**config.mk**
```make
export PLATFORM = sky130hd
export DESIGN_NAME = gdrv_fault_ctrl
export DESIGN_NICKNAME = d
export VERILOG_FILES = /design/src/rtl/gdrv_pkg.sv /design/src/rtl/gdrv_blank_timer.sv /design/src/rtl/gdrv_fault_fsm.sv /design/src/rtl/gdrv_out_map.sv /design/src/rtl/gdrv_fault_ctrl.sv
export SDC_FILE = /design/constraint.sdc
export NUM_CORES = 1
export LEC_CHECK = 0
export BUFFER_PORTS_ARGS = -buffer_cell sky130_fd_sc_hd__buf_2
export CAP_MARGIN = 20
export CORE_UTILIZATION = 40
export DETAILED_ROUTE_END_ITERATION = 7
export PLACE_DENSITY = 0.66
export SYNTH_ARGS = -nofsm -noshare
export SYNTH_HDL_FRONTEND = slang
export SYNTH_SLANG_ARGS = --single-unit
```
**constraint.sdc**
```tcl
create_clock -name clk -period 1.4 [get_ports clk]
set_input_delay 0.21 -clock clk [delete_from_list [all_inputs] [get_ports clk]]
set_output_delay 0.21 -clock clk [all_outputs]
set_load 0.005 [all_outputs]
```
**src/rtl/gdrv_pkg.sv**
```systemverilog
package gdrv_pkg;

    typedef enum logic [2:0] {
        ST_REARM = 3'd0,
        ST_OFF   = 3'd1,
        ST_ON    = 3'd2,
        ST_SOFT  = 3'd3,
        ST_HOLD  = 3'd4
    } drv_state_e;

    typedef struct packed {
        logic pull_up;
        logic pull_dn;
        logic soft_dn;
        logic clamp;
    } drv_en_t;

    function automatic logic cmd_on(input logic pos, input logic neg);
        return pos & ~neg;
    endfunction

    function automatic logic is_faulted(input drv_state_e s);
        return (s == ST_SOFT) || (s == ST_HOLD);
    endfunction

endpackage

```
**src/rtl/gdrv_blank_timer.sv**
```systemverilog
module gdrv_blank_timer #(
    parameter int W = 8
) (
    input  logic         clk,
    input  logic         rst,
    input  logic         load,
    input  logic         run,
    input  logic [W-1:0] load_val,
    output logic         expired
);
    localparam logic [W-1:0] ONE  = W'(1);
    localparam logic [W-1:0] ZERO = '0;

    logic [W-1:0] cnt;

    always_ff @(posedge clk) begin
        if (rst) begin
            cnt <= ZERO;
        end else if (load) begin
            cnt <= load_val;
        end else if (!run) begin
            cnt <= ZERO;
        end else if (cnt != ZERO) begin
            cnt <= cnt - ONE;
        end
    end

    assign expired = (cnt == ZERO);
endmodule

```
**src/rtl/gdrv_fault_fsm.sv**
```systemverilog
module gdrv_fault_fsm
    import gdrv_pkg::*;
(
    input  logic       clk,
    input  logic       rst,
    input  logic       cmd,
    input  logic       desat,
    input  logic       gate_low,
    input  logic       clr_n,
    input  logic       uvlo,
    input  logic       blank_done,
    output drv_state_e state,
    output logic       load_blank,
    output logic       run_blank
);
    drv_state_e nxt;

    always_comb begin
        nxt = state;
        case (state)
            ST_SOFT: if (gate_low) nxt = ST_HOLD;
            ST_HOLD: if (!clr_n) nxt = ST_REARM;
            ST_REARM: begin
                if (!cmd) nxt = ST_OFF;
            end
            ST_OFF: begin
                if (cmd && !uvlo) nxt = ST_ON;
            end
            ST_ON: begin
                if (uvlo)                   nxt = ST_REARM;
                else if (!cmd)              nxt = ST_OFF;
                else if (blank_done && desat) nxt = ST_SOFT;
            end
            default: nxt = ST_REARM;
        endcase
        if (uvlo && !is_faulted(state)) begin
            nxt = cmd ? ST_REARM : ST_OFF;
        end
    end

    always_ff @(posedge clk) begin
        if (rst) state <= ST_REARM;
        else     state <= nxt;
    end

    assign load_blank = (state == ST_OFF) && cmd && !uvlo;
    assign run_blank  = (state == ST_ON);
endmodule

```
**src/rtl/gdrv_out_map.sv**
```systemverilog
module gdrv_out_map
    import gdrv_pkg::*;
(
    input  drv_state_e state,
    input  logic       uvlo,
    input  logic       gate_low,
    output drv_en_t    en,
    output logic       fault_n
);
    always_comb begin
        en = '0;
        if (uvlo) begin
            en.pull_dn = 1'b1;
        end else begin
            case (state)
                ST_ON:   en.pull_up = 1'b1;
                ST_SOFT: en.soft_dn = 1'b1;
                default: en.pull_dn = 1'b1;
            endcase
        end
        en.clamp = gate_low && en.pull_dn && !en.pull_up && !en.soft_dn;
    end

    assign fault_n = !is_faulted(state);
endmodule

```
**src/rtl/gdrv_fault_ctrl.sv**
```systemverilog
module gdrv_fault_ctrl
    import gdrv_pkg::*;
#(
    parameter int BLANK_W = 8
) (
    input  logic               clk,
    input  logic               rst,
    input  logic               in_pos,
    input  logic               in_neg,
    input  logic               desat,
    input  logic               gate_low,
    input  logic               fault_clr_n,
    input  logic               uvlo,
    input  logic [BLANK_W-1:0] blank_cycles,
    output logic               pu_en,
    output logic               pd_en,
    output logic               ss_en,
    output logic               clamp_en,
    output logic               fault_n
);
    logic       cmd;
    logic       load_blank;
    logic       run_blank;
    logic       blank_done;
    drv_state_e state;
    drv_en_t    en;

    assign cmd = cmd_on(in_pos, in_neg);

    gdrv_blank_timer #(.W(BLANK_W)) u_blank (
        .clk      (clk),
        .rst      (rst),
        .load     (load_blank),
        .run      (run_blank),
        .load_val (blank_cycles),
        .expired  (blank_done)
    );

    gdrv_fault_fsm u_fsm (
        .clk        (clk),
        .rst        (rst),
        .cmd        (cmd),
        .desat      (desat),
        .gate_low   (gate_low),
        .clr_n      (fault_clr_n),
        .uvlo       (uvlo),
        .blank_done (blank_done),
        .state      (state),
        .load_blank (load_blank),
        .run_blank  (run_blank)
    );

    gdrv_out_map u_map (
        .state    (state),
        .uvlo     (uvlo),
        .gate_low (gate_low),
        .en       (en),
        .fault_n  (fault_n)
    );

    assign pu_en    = en.pull_up;
    assign pd_en    = en.pull_dn;
    assign ss_en    = en.soft_dn;
    assign clamp_en = en.clamp;
endmodule

```
==> flow_summary.json <==
{
  "status": "finished with violations",
  "violations": "negative setup slack",
  "cp_max_fo": 5,
  "rsz0062_at_grt": "yes",
  "slew_viol_final": 0,
  "grt_pass1_vias": 801,
  "ys_ff_latch": 11,
  "cts_max_level": 1,
  "post-route-drc-count": 0,
  "cts_made_buffers": 3,
  "initial_core_util": 0.426,
  "clock_path_buffers": 2,
  "synth_ff_type": "dfxtp_1",
  "syn_avg_cell_area_um2": 8.00,
  "wl_per_cell_um": 14.5,
  "leakage_nw": 0.518,
  "synth_most_common_cell": "dfxtp_1",
  "use_met2": 0.400,
  "final.setup_skew_ps": 1.52,
  "synth_cell_type_count": 37,
  "grt.met3_usage": 0.0680,
  "setup_viol": 9,
  "syn_to_final_growth_pct": 61.1,
  "dp_hpwl_mm": 1.52,
  "min-delay-path-class": "in2reg",
  "fin_total_pwr_w": 0.000755,
  "core_area_um2": 1730,
  "gp_congestion": 0.879,
  "ant_nets": 0,
  "cts_root_buffer": "clkbuf_4",
  "grtUsageMet1": 0.290,
  "cts_sinks": 11,
  "initialDrtViolationCount": 20,
  "endpoint_kind": "output pin",
  "worstSetupPathType": "reg2out",
  "synth_top_area_frac": 0.299,
  "post-synth-top-area-cell": "dfxtp_1",
  "cp.required_ps": 1190,
  "grt_max_degree": 12,
  "synth_commonest_cells": "11 x dfxtp_1, 10 x nor2_1, 9 x nand2_1",
  "async_flop_share": 0,
  "hold_slack_ps": 181,
  "maxCapViolCount": 0,
  "overflow": 0,
  "fin_crit_ps": 1460,
  "grt_pass1_wl_mm": 3.44,
  "finalHoldViolations": 0,
  "vias": 882,
  "yosys-top-cells-area": "dfxtp_1 30%, nor2_1 5.1%, a21oi_1 4.8%, nand2_1 4.6%, ha_1 3.4%",
  "die_area_um2": 2010,
  "maxSlewHeadroom": 0.691,
  "synth_warnings": 0,
  "grtUsageTotal": 0.233,
  "clk_pin_slew_ps": 70,
  "worst_slack_ps": -63.4,
  "cp_data_arrival_time_ps": 1250,
  "vdd_ir_drop_max_mv": 0.460,
  "crit_path_start_kind": "flip-flop",
  "drive_gt1_frac": 0.562,
  "clock.fmax_mhz": 683,
  "placementRows": 15,
  "clk_latency_ps": 270,
  "top_usage_layer": "met2",
  "powerDensity_nw_per_um2": 637,
  "ios": 21,
  "synth_cells": 92,
  "synth_nets": 110,
  "dieWidth_um": 44.9,
  "period_share": 1.05,
  "r2r_setup_slack_ps": -60,
  "nNetsFinal": 156,
  "synth_edf_count": 0,
  "totalWireLength_mm": 2.34,
  "diodes": 0,
  "drtPass1Iterations": 4,
  "seq_area_frac_synth": 0.299,
  "io_buffers": 20,
  "tritoncts": "built",
  "worst_pin_slew_ps": 459,
  "antenna_found_initial": 0,
  "vias_per_cell": 5.44,
  "die_h_um": 44.9,
  "hold_buffers": 0,
  "syn_area_um2": 736
}
stage by stage:
stage,util,instances,setup TNS (ps),cell area [µm²],setup slack (ps)
4_1_cts,0.625,157,-310,1080,-55.0
2_1_floorplan,-,92,-8.55,751,-8.55
3_5_place_dp,0.575,151,-524,993,-77.7
5_1_grt,0.686,162,-1240,1180,-127
3_3_place_gp,0.575,151,-301,993,-60.0
6_report,0.686,162,-344,1180,-63.4
worst max-delay path, cell delays in order, from the launching register on:
cell and delay [ps]:
dfxtp_4 370, buf_6 130, nor2b_4 150, nand2_2 90
and2_4 140, buf_6 100
flip-flops by register name, summed over array words and instances, names as in the netlist:
register and count:
u_blank.cnt 8, u_fsm.state 3
power by group:
group	total [W]	internal (W)	switching (W)
Combinational	0.000205	0.000106	0.0000994
Clock	0.000220	0.000106	0.000115
Sequential	0.000330	0.000319	0.0000105
cells in the final DEF, fill, tap and decap left out, types with 3 or more instances in the layout:
master / netlist / final
clkbuf_4: 0 / 3
dfxtp_2: 0 / 3
nand2_1: 9 / 7
inv_1: 5 / 3
buf_6: 0 / 4
a21oi_1: 7 / 4
nand3_1: 4 / 4
buf_4: 0 / 20
dfxtp_1: 11 / 6
buf_2: 1 / 19
a21oi_2: 0 / 3
nor2_1: 10 / 10
a22oi_1: 3 / 3
path summary, 6_finish.rpt:
check,start,to,cells after the start
max,u_fsm.state[2]$_SDFFE_PP0P_,clamp_en,5
min,blank_cycles[4],u_blank.cnt[4]$_SDFFE_PP0P_,3
max reg2reg,u_fsm.state[1]$_SDFFE_PP0P_,u_fsm.state[0]$_SDFFE_PP0P_,4
min reg2reg,u_blank.cnt[6]$_SDFFE_PP0P_,u_blank.cnt[6]$_SDFFE_PP0P_,2
layer usage:
metal	wire (µm)	up-vias
li1	-	428
met4	25	0
met1	1020	424
met5	0	-
met3	114	4
met2	1180	26
cell families after synthesis:
| group | Yosys count | synth area share |
|---|---|---|
| adders and majority gates | 2 | 0.0340 |
| buffers and inverters | 7 | 0.0374 |
| xor gates and xnor gates | 2 | 0.0238 |
| and+or+nand+nor | 41 | 0.318 |
| DFF | 11 | 0.299 |
| AOI/OAI and AO/OA | 28 | 0.274 |
| muxes | 1 | 0.0136 |
cell type report:
cell class                 instances  area [µm²]
multi-input combinational         74         586
fill                             150         542
timing repair buffer              43         290
sequential                        11         231
tap                               25        31.3
clock buffer                       3        22.5
inverter                           5        18.8
clock inverter                     1        5.00
timing repair:
item	CTS	global route
setup buffers	2	5
setup endpoints to repair	14	14
pin swaps	9	10
resized for setup	16	19
(Power assumes the default switching activity.)
